### src/rtl/serprog_pkg.sv
package serprog_pkg;
  // Outcome of an enable rising edge, decided from the bit count
  typedef enum logic [1:0] {
    EV_NONE  = 2'd0,
    EV_LOAD  = 2'd1,
    EV_APPLY = 2'd2,
    EV_DROP  = 2'd3
  } en_event_e;
endpackage

### src/rtl/serprog_sync.sv
module serprog_sync #(
  parameter int          W       = 3,
  parameter int          STAGES  = 2,
  parameter logic [W-1:0] RST_VAL = '0
) (
  input  logic         clk,
  input  logic         rst,
  input  logic [W-1:0] d_in,
  output logic [W-1:0] q,
  output logic [W-1:0] q_prev
);
  logic [W-1:0] chain [STAGES];

  always_ff @(posedge clk) begin
    if (rst) begin
      for (int i = 0; i < STAGES; i++) chain[i] <= RST_VAL;
      q_prev <= RST_VAL;
    end else begin
      chain[0] <= d_in;
      for (int i = 1; i < STAGES; i++) chain[i] <= chain[i-1];
      q_prev <= chain[STAGES-1];
    end
  end

  assign q = chain[STAGES-1];
endmodule

### src/rtl/serprog_shifter.sv
module serprog_shifter
  import serprog_pkg::*;
#(
  parameter int DATA_W   = 16,
  parameter int ADDR_W   = 3,
  parameter int HOLD_CYC = 7
) (
  input  logic              clk,
  input  logic              rst,
  input  logic              sdat,
  input  logic              sclk_fall,
  input  logic              en_lvl,
  input  logic              en_rise,
  input  logic              en_fall,
  output en_event_e         ev,
  output logic [DATA_W-1:0] f_data,
  output logic [ADDR_W-1:0] f_addr,
  output logic              hold_err
);
  localparam int FRAME_W = DATA_W + ADDR_W;
  localparam int CNT_W   = $clog2(FRAME_W + 2);
  localparam int HC_W    = $clog2(HOLD_CYC + 1);
  localparam logic [CNT_W-1:0] CNT_FULL = CNT_W'(FRAME_W);
  localparam logic [CNT_W-1:0] CNT_SAT  = CNT_W'(FRAME_W + 1);

  logic [FRAME_W-1:0] shreg;
  logic [CNT_W-1:0]   cnt;
  logic [HC_W-1:0]    hold_cnt;
  logic               in_hold;
  logic               take;

  assign in_hold = (hold_cnt != '0);
  assign take    = sclk_fall && !en_lvl && !in_hold;

  always_ff @(posedge clk) begin
    if (rst) begin
      shreg    <= '0;
      cnt      <= '0;
      hold_cnt <= '0;
      hold_err <= 1'b0;
    end else begin
      hold_err <= sclk_fall && in_hold;
      if (en_rise)      hold_cnt <= HC_W'(HOLD_CYC);
      else if (in_hold) hold_cnt <= hold_cnt - 1'b1;

      if (take) shreg <= {shreg[FRAME_W-2:0], sdat};

      if (en_fall)                  cnt <= '0;
      else if (take && cnt != CNT_SAT) cnt <= cnt + 1'b1;
    end
  end

  always_comb begin
    ev = EV_NONE;
    if (en_rise) begin
      if (cnt == CNT_FULL)  ev = EV_LOAD;
      else if (cnt == '0)   ev = EV_APPLY;
      else                  ev = EV_DROP;
    end
  end

  assign f_data = shreg[FRAME_W-1:ADDR_W];
  assign f_addr = shreg[ADDR_W-1:0];
endmodule

### src/rtl/serprog_bank.sv
module serprog_bank
  import serprog_pkg::*;
#(
  parameter int                  DATA_W   = 16,
  parameter int                  ADDR_W   = 3,
  parameter int                  NUM_REGS = 7,
  parameter logic [NUM_REGS-1:0] DIV_MASK = 7'b0000111
) (
  input  logic                       clk,
  input  logic                       rst,
  input  en_event_e                  ev,
  input  logic [DATA_W-1:0]          f_data,
  input  logic [ADDR_W-1:0]          f_addr,
  output logic [NUM_REGS*DATA_W-1:0] reg_q,
  output logic                       wr_stb,
  output logic [ADDR_W-1:0]          wr_addr,
  output logic                       apply_stb
);
  logic load;
  logic apply;

  assign load  = (ev == EV_LOAD) && (int'(f_addr) < NUM_REGS);
  assign apply = (ev == EV_APPLY);

  for (genvar g = 0; g < NUM_REGS; g++) begin : g_word
    logic sel;
    logic [DATA_W-1:0] active;
    assign sel = load && (f_addr == ADDR_W'(g));

    if (DIV_MASK[g]) begin : g_dbuf
      logic [DATA_W-1:0] shadow;
      always_ff @(posedge clk) begin
        if (rst) begin
          shadow <= '0;
          active <= '0;
        end else begin
          if (sel)   shadow <= f_data;
          if (apply) active <= shadow;
        end
      end
    end else begin : g_direct
      always_ff @(posedge clk) begin
        if (rst)      active <= '0;
        else if (sel) active <= f_data;
      end
    end

    assign reg_q[g*DATA_W +: DATA_W] = active;
  end

  always_ff @(posedge clk) begin
    if (rst) begin
      wr_stb    <= 1'b0;
      wr_addr   <= '0;
      apply_stb <= 1'b0;
    end else begin
      wr_stb    <= load;
      apply_stb <= apply;
      if (load) wr_addr <= f_addr;
    end
  end
endmodule

### src/rtl/serprog_regbank.sv
module serprog_regbank
  import serprog_pkg::*;
#(
  parameter int                  DATA_W   = 16,
  parameter int                  ADDR_W   = 3,
  parameter int                  NUM_REGS = 7,
  parameter logic [NUM_REGS-1:0] DIV_MASK = 7'b0000111,
  parameter int                  HOLD_CYC = 7,
  parameter int                  SYNC_STG = 2
) (
  input  logic                       clk,
  input  logic                       rst,
  input  logic                       ser_data,
  input  logic                       ser_clk,
  input  logic                       ser_en,
  output logic [NUM_REGS*DATA_W-1:0] reg_q,
  output logic                       wr_stb,
  output logic [ADDR_W-1:0]          wr_addr,
  output logic                       apply_stb,
  output logic                       hold_err
);
  // bit order in the synchronizer: {en, clk, data}; en and clk idle high
  localparam logic [2:0] LINE_IDLE = 3'b110;

  logic [2:0] s_now;
  logic [2:0] s_prev;
  logic       sclk_fall;
  logic       en_rise;
  logic       en_fall;
  en_event_e  ev;
  logic [DATA_W-1:0] f_data;
  logic [ADDR_W-1:0] f_addr;

  serprog_sync #(
    .W       (3),
    .STAGES  (SYNC_STG),
    .RST_VAL (LINE_IDLE)
  ) i_sync (
    .clk    (clk),
    .rst    (rst),
    .d_in   ({ser_en, ser_clk, ser_data}),
    .q      (s_now),
    .q_prev (s_prev)
  );

  assign sclk_fall = s_prev[1] && !s_now[1];
  assign en_rise   = !s_prev[2] && s_now[2];
  assign en_fall   = s_prev[2] && !s_now[2];

  serprog_shifter #(
    .DATA_W   (DATA_W),
    .ADDR_W   (ADDR_W),
    .HOLD_CYC (HOLD_CYC)
  ) i_shift (
    .clk       (clk),
    .rst       (rst),
    .sdat      (s_now[0]),
    .sclk_fall (sclk_fall),
    .en_lvl    (s_now[2]),
    .en_rise   (en_rise),
    .en_fall   (en_fall),
    .ev        (ev),
    .f_data    (f_data),
    .f_addr    (f_addr),
    .hold_err  (hold_err)
  );

  serprog_bank #(
    .DATA_W   (DATA_W),
    .ADDR_W   (ADDR_W),
    .NUM_REGS (NUM_REGS),
    .DIV_MASK (DIV_MASK)
  ) i_bank (
    .clk       (clk),
    .rst       (rst),
    .ev        (ev),
    .f_data    (f_data),
    .f_addr    (f_addr),
    .reg_q     (reg_q),
    .wr_stb    (wr_stb),
    .wr_addr   (wr_addr),
    .apply_stb (apply_stb)
  );
endmodule

### config.mk
export PLATFORM = sky130hd
export DESIGN_NAME = serprog_regbank
export DESIGN_NICKNAME = d
export VERILOG_FILES = /design/src/rtl/serprog_pkg.sv /design/src/rtl/serprog_sync.sv /design/src/rtl/serprog_shifter.sv /design/src/rtl/serprog_bank.sv /design/src/rtl/serprog_regbank.sv
export SDC_FILE = /design/constraint.sdc
export NUM_CORES = 1
export LEC_CHECK = 0
export ABC_AREA = 1
export BUFFER_PORTS_ARGS = -buffer_cell sky130_fd_sc_hd__buf_2
export CAP_MARGIN = 30
export CORE_MARGIN = 3
export CORE_UTILIZATION = 51
export DETAILED_ROUTE_END_ITERATION = 8
export PLACE_DENSITY = 0.76
export RECOVER_POWER = 50
export SYNTH_ARGS = -nofsm -noshare
export SYNTH_HDL_FRONTEND = slang
export SYNTH_SLANG_ARGS = --single-unit
### constraint.sdc
create_clock -name clk -period 1.5 [get_ports clk]
set_input_delay 0.15 -clock clk [delete_from_list [all_inputs] [get_ports clk]]
set_output_delay 0.15 -clock clk [all_outputs]
set_load 0.01 [all_outputs]
# Word-level counts from Yosys, hierarchy flattened

Memories as Yosys holds them, arrays and structs flattened.
Cells that the tools add are included.

RAM bits: 6
Word-level logic and storage cells: 68
Memories: 1
Bits in registers: 196
Bits of input ports: 5
Output and inout port bits: 118

Multiplexer cells: 10
Order comparisons: 1
$add $sub $neg: 2
Bitwise logic cells: 2
Reductions and logical operators: 24
Eq/ne operators: 10

Memories:

| memory       | depth | bits a word | read ports | clocked after memory_dff | wr ports | RTL line           | RTL |
|---|---|---|---|---|---|---|---|
| i_sync.chain | 2     | 3           | 2          | 0                        | 2        | serprog_sync.sv:12 | `logic [W-1:0] chain [STAGES];` |

Operator list:

| kind                | count |
|---|---|
| $logic_and 1x1->1   | 15 |
| $mux 3              | 4 |
| $eq 3x3->1 const B  | 3 |
| $eq 3x2->1 const B  | 2 |
| $add 5x1->5 const B | 1 |
| $eq 5x5->1 const B  | 1 |
| $logic_not 5->1     | 1 |
| $ne 5x5->1 const B  | 1 |
| $logic_not 1->1     | 4 |
| $mux 1              | 4 |
| $mux 2              | 2 |
| $eq 3x1->1 const B  | 1 |
| $logic_not 3->1     | 1 |
| $lt 3x3->1 const B  | 1 |
| $reduce_bool 3->1   | 1 |
| $sub 3x1->3 const B | 1 |
| $eq 2x1->1 const B  | 1 |
| $eq 2x2->1 const B  | 1 |
| $or 1x1->1          | 2 |
| $reduce_bool 2->1   | 1 |
| $reduce_or 2->1     | 1 |

# Depth between registers and ports, before layout

Gate-level depths: netlist of run 1.

Depth in word-level cells: 7
Mapped depth: 11
Gate-level depth less buffers: 9

# Cells and area by module

From an unflattened synthesis of run 1, not the netlist that was laid out.

Cells, all modules: 1,061
Area total of the unflattened synthesis: 7,780.0 µm²

By module, submodules not included:

| module          | instances | area an instance (µm²) | cells an instance | sequential area each (µm²) |
|---|---|---|---|---|
| serprog_bank    | 1         | 6,281.0                | 863               | 3,303.2 |
| serprog_shifter | 1         | 1,199.9                | 161               | 560.5 |
| serprog_sync    | 1         | 276.5                  | 31                | 180.2 |
| serprog_regbank | 1         | 22.5                   | 6                 | 0.0 |

# Worst setup path after synthesis of run 1

No wires, ideal clock.

Path kind: reg2reg
From: register i_shift.cnt[0]
To: register i_bank.g_word[2].g_dbuf.shadow[0]
Stages on the path, launching flop included: 11
Data arrival time: 1.435 ns
Data required time: 1.387 ns
Path slack: -0.048 ns
Setup time: 0.113 ns
Clock period less this slack: 1.548 ns
Path buffers: 2
Cells stage by stage: dfxtp_1 > ha_1 > nand2_1 > inv_1 > nand2_1 > nor2_2 > buf_6 > nand3_2 > clkbuf_1 > nor2_1 > nor2_1

Longest elaborated chain between the ends: 7
Elaborated cells on any way between the ends: 8
Those cells by class: 2 x eq/ne; 3 x mux; 3 x reduce/logical

RTL lines:

| what                   | RTL line              | RTL |
|---|---|---|
| start, declared        | serprog_shifter.sv:27 | `logic [CNT_W-1:0] cnt;` |
| start signal, assigned | serprog_shifter.sv:49 | `else if (take && cnt != CNT_SAT) cnt <= cnt + 1'b1;` |
| $logic_not 5->1        | serprog_shifter.sv:57 | `else if (cnt == '0) ev = EV_APPLY;` |
| $mux 1                 | serprog_shifter.sv:57 |  |
| $mux 2 *               | serprog_shifter.sv:56 | `if (cnt == CNT_FULL) ev = EV_LOAD;` |
| $mux 2 *               | serprog_shifter.sv:55 | `if (en_rise) begin` |
| $eq 2x1->1 *           | serprog_bank.sv:22    | `assign load = (ev == EV_LOAD) && (int'(f_addr) < NUM_REGS);` |
| $logic_and 1x1->1 *    | serprog_bank.sv:22    |  |
| $logic_and 1x1->1 *    | serprog_bank.sv:28    | `assign sel = load && (f_addr == ADDR_W'(g));` |
| end signal, assigned   | serprog_bank.sv:37    | `if (sel) shadow <= f_data;` |
| end, declared          | serprog_bank.sv:31    | `logic [DATA_W-1:0] shadow;` |

Every way passes the cells marked *; elsewhere a longest branch is shown, timed or not.
A chain may end at the register's enable or synchronous reset.

# Worst setup path in the final report of run 1

From: register i_shift.cnt[0]
To: register i_bank.g_word[2].g_dbuf.shadow[1]

Same word-level chain as after synthesis.

==> out/summary.txt, run 1 <==
========================================================================================
Result of the run                                                           finished, violations left
Failing checks                                                              negative setup slack
Switch Pwr                                                                       2.54 mW
Final Hold Viols                                                                       0
Cells after DPL                                                                    1,305
Highest-count cells in the layout ignoring fill and taps                    sky130_fd_sc_hd__dfxtp_1 (198), sky130_fd_sc_hd__nor2_1 (155), sky130_fd_sc_hd__nand2_1 (120)
Pin slew with the least headroom to its limit                                   0.535 ns
Die outline width                                                                 130 µm
Last weighted congestion value of the routability-driven placer                    0.876
Most frequent standard cell in the layout excluding fill and tap cells      sky130_fd_sc_hd__dfxtp_1
Proportion of power drawn by combinational gates                                   0.070
Final core utilization                                                             0.690
Mapped Area                                                                     7820 µm²
Placed cell area                                                                8930 µm²
Number of antenna violations at the first check in global routing                      0
Root buffer cell                                                            sky130_fd_sc_hd__clkbuf_16
Final design instance area without fill                                       10,200 µm²
Leading cell types by total area after synthesis                            sky130_fd_sc_hd__dfxtp_1 (51%), sky130_fd_sc_hd__nor2_1 (8.4%), sky130_fd_sc_hd__nand4_1 (8.0%)
Cell taking the most area after synthesis                                   sky130_fd_sc_hd__dfxtp_1
Number of vias in the routed layout                                                7,391
Number of buffers created by CTS                                                      21
Syn_nets                                                                           1,027
Initial drt markers                                                                  630
Largest clock skew in the final design                                        0.00879 ns
Number of top-level pins                                                             123
Critical Path Sink Type                                                         register
# Max-Cap Violations                                                                   0
RSZ-0062 raised after global routing                                                true
Total DRC errors in the routed layout                                                  0
H-tree levels                                                                          1
Number of non-filler instances in the completed layout                             1,365
Proportion of layout cells with a drive suffix above 1                             0.226
Routed via count divided by cell count                                              5.41
Design internal power                                                            8.48 mW
Antenna diodes                                                                         0
Grt ovf                                                                                0
Required time at the endpoint of the critical path                               1.87 ns
Power Density                                                                1080 nW/µm²
Nets@finish                                                                        1,176
Count of unique library cells instantiated by Yosys                                   25
IR drop worst, VDD                                                                714 µV
Clock Tree Buf Depth                                                                   3
Number of buffers added on ports                                                     122
Sequential fraction of the synthesis area                                          0.514
Number of global-route vias before repair                                          6,413
Final worst path period need                                                     1.67 ns
Portion of synthesized cell area occupied by the leading cell type                 0.514
Clock-pin slew of the registers on the worst-case setup and hold paths           0.06 ns
Highest fanout seen on the critical path                                              16
Leakage                                                                          4.13 nW
Critical path data arrival time                                                  2.04 ns
Initial core utilization                                                           0.530
Share of the cycle needed by the critical path after routing                        1.11
CTS tree                                                                            done
Height of the chip                                                                130 µm
CTS sink cnt                                                                         201
Clock Power Share                                                                  0.432
Type of the worst setup path                                                  reg -> reg
1st-pass router iterations                                                             5
DR WL/cell                                                                       16.1 µm
Post-layout worst setup margin                                                 -0.166 ns
Synth Area per Inst                                                             7.69 µm²
Slew Limit Headroom                                                                0.643
Total wire length                                                                22.0 mm
Switching part of the total                                                        0.231
Hold Path Class                                                                in -> reg
Row cnt                                                                               44
Register bit total from synthesis                                                    201
Reg-to-reg slack, setup                                                         -0.17 ns
Final setup violating endpoints                                                       67
Standard cell core area                                                       14,800 µm²
Full die area                                                                 16,900 µm²
Clock insertion delay at the later pin of the skew report                        0.49 ns
Antenna violation net count after detailed routing                                     0
Layout Area Growth over Synthesis                                                  30.2%
Synth warn                                                                             0
Number of instances in the synthesized netlist                                     1,018
Final Max Tran Viols                                                                   0
Pin count of the biggest net entering global routing                                 108
Overall fraction of global-route tracks in use                                     0.231
Max Clock Freq                                                                 0.600 GHz
Setup crit start kind                                                           register
First-pass GRT wire length                                                       31.8 mm
Total half-perimeter wirelength after legalization and detailed placement        12.8 mm
Sequential share of power                                                          0.498
========================================================================================
[stage by stage]
step	setup TNS (ns)	setup WS [ns]	hold slack (ns)	power [mW]
floorplan	-0.000358	-0.000179	0.254	6.01
global placement	0	0.0186	0.333	6.17
detailed placement	-0.468	-0.0280	0.334	6.20
CTS	-0.0783	-0.0269	0.188	10.9
global route	-16.14	-0.230	0.227	11.4
finish	-1.67	-0.166	0.199	11.0
[area by class of cell]
class / instances / area [µm²]
fill: 1190 / 4570
sequential: 201 / 4030
multi-input combinational: 641 / 3430
timing repair buffer: 196 / 1460
clock buffer: 31 / 593
inverter: 106 / 402
tap: 184 / 230
clock inverter: 6 / 32.5
[worst paths after layout]
kind / depth (start not counted) / to / start
min reg2reg: 1 / i_sync.chain[0][4] / i_sync.chain[0][1]
max reg2reg: 10 / i_bank.g_word[2].g_dbuf.shadow[1] / i_shift.cnt[0]
max: 10 / i_bank.g_word[2].g_dbuf.shadow[1] / i_shift.cnt[0]
min: 5 / i_bank.g_word[2].g_dbuf.shadow[12] / rst
[timing repair]
action / CTS / global route
pin swaps: 0 / 19
resized for setup: 5 / 137
endpoints found under the hold margin: 3 / 0
setup endpoints to repair: 70 / 170
gates cloned: 0 / 12
setup buffers: 0 / 8
hold buffers: 3 / 0
[power groups by stage]
| stage | logic [mW] | clock network, mW | registers (mW) |
|---|---|---|---|
| after floorplan | 0.392 | 0 | 5.62 |
| after CTS | 0.614 | 4.81 | 5.48 |
| after global placement | 0.578 | 0 | 5.59 |
| after detailed placement | 0.600 | 0 | 5.60 |
| after global routing | 0.873 | 5.05 | 5.50 |
| final | 0.774 | 4.76 | 5.49 |
[worst max-delay path, cell delays in order (launching register included)]
cell and delay, ns:
sky130_fd_sc_hd__dfxtp_4 0.36, sky130_fd_sc_hd__ha_4 0.14, sky130_fd_sc_hd__nand2_2 0.05, sky130_fd_sc_hd__inv_2 0.05, sky130_fd_sc_hd__nand2_2 0.05, sky130_fd_sc_hd__nor2_4 0.15, sky130_fd_sc_hd__buf_12 0.16, sky130_fd_sc_hd__nand3_4 0.12
sky130_fd_sc_hd__clkbuf_16 0.21, sky130_fd_sc_hd__nor2_1 0.17, sky130_fd_sc_hd__nor2_1 0.08
[flip-flops by register name, summed over array words and instances, names as in the netlist]
| signal | cells |
|---|---|
| i_bank.g_word.g_dbuf.shadow | 48 |
| i_bank.wr_stb | 1 |
| i_sync.chain | 6 |
| i_sync.q_prev | 2 |
| i_bank.apply_stb | 1 |
| i_bank.wr_addr | 3 |
| i_shift.cnt | 5 |
| i_shift.shreg | 19 |
| i_shift.hold_err | 1 |
| i_bank.g_word.active | 112 |
| i_shift.hold_cnt | 3 |
[routing by layer]
layer / vias up / track usage / routed length (µm)
met1: 3383 / 0.333 / 9370
met2: 332 / 0.352 / 10100
met5: - / 0 / 0
met3: 53 / 0.0422 / 1970
met4: 0 / 0.0776 / 595
li1: 3623 / - / -
[synth_stat cells (all sizes together)]
library cell / instances
nand2: 155
inv: 105
buf: 35
xor2: 1
xnor2: 1
dfxtp: 201
nor2: 185
o22ai: 1
clkbuf: 37
o21ai: 71
a21oi: 107
or2: 4
nand4: 100
ha: 4
clkinv: 1
nand3: 10
[kinds of logic after synthesis]
| logic type | Yosys count | share of synthesized area |
|---|---|---|
| xor+xnor | 2 | 0.00224 |
| simple gates | 454 | 0.265 |
| buf+inv | 178 | 0.0972 |
| fa+ha+maj | 4 | 0.00640 |
| flops | 201 | 0.514 |
| compound gates | 179 | 0.115 |
Power figures use the tool's default switching activity.
==> run 2, diff against run 1 <==
--- a/config.mk
+++ b/config.mk
@@ -11,7 +11,7 @@
 export CORE_MARGIN = 3
 export CORE_UTILIZATION = 51
 export DETAILED_ROUTE_END_ITERATION = 8
-export PLACE_DENSITY = 0.76
+export PLACE_DENSITY = 0.77
 export RECOVER_POWER = 50
 export SYNTH_ARGS = -nofsm -noshare
 export SYNTH_HDL_FRONTEND = slang
==> run 2 against run 1 <==
The run still ends with negative setup slack left. Count of clock-buffer cells in the layout is 4 lower. Utilization is 0.61 points lower. Sequential cell count stayed put. Die area stayed put. Sequential share of layout area is 0.33 points higher. Hold slack worse by 0.15 ns. Wire length is 1.6% higher. Final area is 0.88% lower. Clock skew hardly changed. Critical path type unchanged.
==> out/summary.txt, run 2 (synthesis results as in run 1) <==
========================================================================================
Initial core utilization                                                           0.530
Row cnt                                                                               44
Area of the multi-input gates                                                   3210 µm²
DR WL/cell                                                                       16.3 µm
Clock-pin slew of the registers on the worst-case setup and hold paths           0.06 ns
Final Hold Viols                                                                       0
Result of the run                                                           finished, violations left
Hold Path Class                                                                in -> reg
Final design instance area without fill                                       10,100 µm²
Total half-perimeter wirelength after legalization and detailed placement        13.2 mm
Grt ovf                                                                                0
Height of the chip                                                                130 µm
Largest Register                                                            i_bank.g_word.active
Critical path data arrival time                                                  2.09 ns
Antenna violation net count after detailed routing                                     0
Initial drt markers                                                                  780
Die outline width                                                                 130 µm
Hold Path Cell Cnt                                                                     3
Clock Tree Buf Depth                                                                   3
Final setup violating endpoints                                                      115
Full die area                                                                 16,900 µm²
Antenna diodes                                                                         0
Pin slew with the least headroom to its limit                                   0.394 ns
Hold Slack                                                                     0.0519 ns
Routed via count divided by cell count                                              5.42
Largest clock skew in the final design                                        0.00834 ns
Required time at the endpoint of the critical path                               1.88 ns
Total DRC errors in the routed layout                                                  0
Number of top-level pins                                                             123
Type of the worst setup path                                                  reg -> reg
Post-layout worst setup margin                                                 -0.207 ns
CTS sink cnt                                                                         201
Startpoint of the worst hold path                                                    rst
Final worst path period need                                                     1.71 ns
Clock insertion delay at the later pin of the skew report                        0.49 ns
Flip-flop and latch area                                                        4030 µm²
Most frequent standard cell in the layout excluding fill and tap cells      sky130_fd_sc_hd__dfxtp_1
Max Clock Freq                                                                 0.586 GHz
IR drop worst, VDD                                                                791 µV
Layout Area Growth over Synthesis                                                  29.0%
Flip-flop count of the largest register after layout                                 112
Root buffer cell                                                            sky130_fd_sc_hd__clkbuf_16
Highest-count cells in the layout ignoring fill and taps                    sky130_fd_sc_hd__dfxtp_1 (198), sky130_fd_sc_hd__nor2_1 (164), sky130_fd_sc_hd__nand2_1 (144)
Power Density                                                                1090 nW/µm²
Final core utilization                                                             0.684
Number of vias in the routed layout                                                7,448
RSZ-0062 raised after global routing                                                true
Total wire length                                                                22.3 mm
Total negative setup slack                                                      -9.88 ns
H-tree levels                                                                          1
Count of filler cells inserted in the layout                                       1,178
Placed cell area                                                                9000 µm²
Proportion of layout cells with a drive suffix above 1                             0.177
Largest registers                                                           i_bank.g_word.active (112), i_bank.g_word.g_dbuf.shadow (48), i_shift.shreg (19)
Highest fanout seen on the critical path                                               5
Cell count of the worst reg-to-reg path                                               11
Leakage                                                                          4.11 nW
Slew Limit Headroom                                                                0.737
Failing checks                                                              negative setup slack
Nets@finish                                                                        1,187
Pwr Total                                                                        11.0 mW
Number of buffers created by CTS                                                      21
Number of global-route vias before repair                                          6,475
1st-pass router iterations                                                             5
Final Max Tran Viols                                                                   0
CTS tree                                                                            done
Worst setup path startpoint                                                 i_shift.cnt[1]
Critical Path Sink Type                                                         register
# Max-Cap Violations                                                                   0
Number of buffers added on ports                                                     122
Share of the cycle needed by the critical path after routing                        1.14
Launch instance of the worst register-to-register path                      i_shift.cnt[1]
First-pass GRT wire length                                                       32.5 mm
Last weighted congestion value of the routability-driven placer                    0.846
Standard cell core area                                                       14,800 µm²
Hold worst-path end                                                         i_shift.hold_cnt[1]
RR Endpoint                                                                 i_bank.g_word[6].active[7]
Reg-to-reg slack, setup                                                         -0.21 ns
Setup crit start kind                                                           register
Pin count of the biggest net entering global routing                                  70
Overall fraction of global-route tracks in use                                     0.237
Number of antenna violations at the first check in global routing                      0
========================================================================================
## run 2: changes by cell type in the layout (fill, tap and decap cells not counted), moves of 6 or more
cell                       before  now
sky130_fd_sc_hd__nand2_1      120  144
sky130_fd_sc_hd__buf_2         54   32
sky130_fd_sc_hd__clkbuf_1      76   92
sky130_fd_sc_hd__nand2_4       15    0
sky130_fd_sc_hd__a21oi_1       91  104
sky130_fd_sc_hd__a21oi_2       16    3
sky130_fd_sc_hd__nand2_2       19    9
sky130_fd_sc_hd__nor2_2        22   12
sky130_fd_sc_hd__nor2_1       155  164
sky130_fd_sc_hd__buf_6          5   11
## run 2: where the power goes
part           leakage [nW]  internal (mW)  switching [mW]  total, mW
Combinational          2.17          0.299           0.449      0.748
Clock                 0.314           2.74            2.04       4.79
Sequential             1.62           5.44          0.0558       5.49
## run 2: worst max-delay path by stage
stage                                              endpoint  slack [ns]
final                            i_bank.g_word[6].active[7]       -0.21
after global routing             i_bank.g_word[6].active[7]       -0.29
after CTS                       i_bank.g_word[4].active[10]       -0.06
after detailed placement  i_bank.g_word[1].g_dbuf.shadow[3]       -0.07
after global placement           i_bank.g_word[4].active[8]      -0.009
after floorplan                              i_shift.cnt[0]     -0.0002
## run 2: repair_timing
action / CTS / global route
gates cloned: 2 / 8
hold buffers: 3 / 0
setup endpoints to repair: 107 / 167
buffers inserted: 1 / 14
pin swaps: 8 / 16
hold endpoints to repair: 3 / 0
resized for setup: 5 / 79
## run 2: final cells by class
type / count / area share
clock buffer: 27 / 0.0582
clock inverter: 7 / 0.00372
inverter: 106 / 0.0398
multi-input combinational: 641 / 0.318
sequential: 201 / 0.399
tap: 184 / 0.0228
timing repair buffer: 207 / 0.159
## run 2: metrics by stage
step                std cells  setup slack (ns)
detailed placement       1311           -0.0659
CTS                      1351           -0.0588
finish                   1373            -0.207
global route             1373            -0.290
floorplan                1018         -0.000179
global placement         1311          -0.00902
## run 2: routing by layer
layer | vias to the layer above | share of wire | track usage
met5 | - | 0 | 0
met4 | 0 | 0.035 | 0.0813
met3 | 68 | 0.083 | 0.0479
met2 | 365 | 0.45 | 0.366
met1 | 3389 | 0.43 | 0.332
li1 | 3626 | - | -
## run 2: critical path, cell delays in order, from the launching register on
cell                        delay [ns]
sky130_fd_sc_hd__dfxtp_2          0.36
sky130_fd_sc_hd__ha_4             0.15
sky130_fd_sc_hd__nand2_2          0.05
sky130_fd_sc_hd__inv_2            0.06
sky130_fd_sc_hd__nand2_2          0.06
sky130_fd_sc_hd__nor2_4           0.21
sky130_fd_sc_hd__buf_4            0.17
sky130_fd_sc_hd__clkbuf_16        0.13
sky130_fd_sc_hd__buf_4            0.12
sky130_fd_sc_hd__nand4_1          0.12
sky130_fd_sc_hd__nand2_1          0.12
sky130_fd_sc_hd__nor2_1           0.05
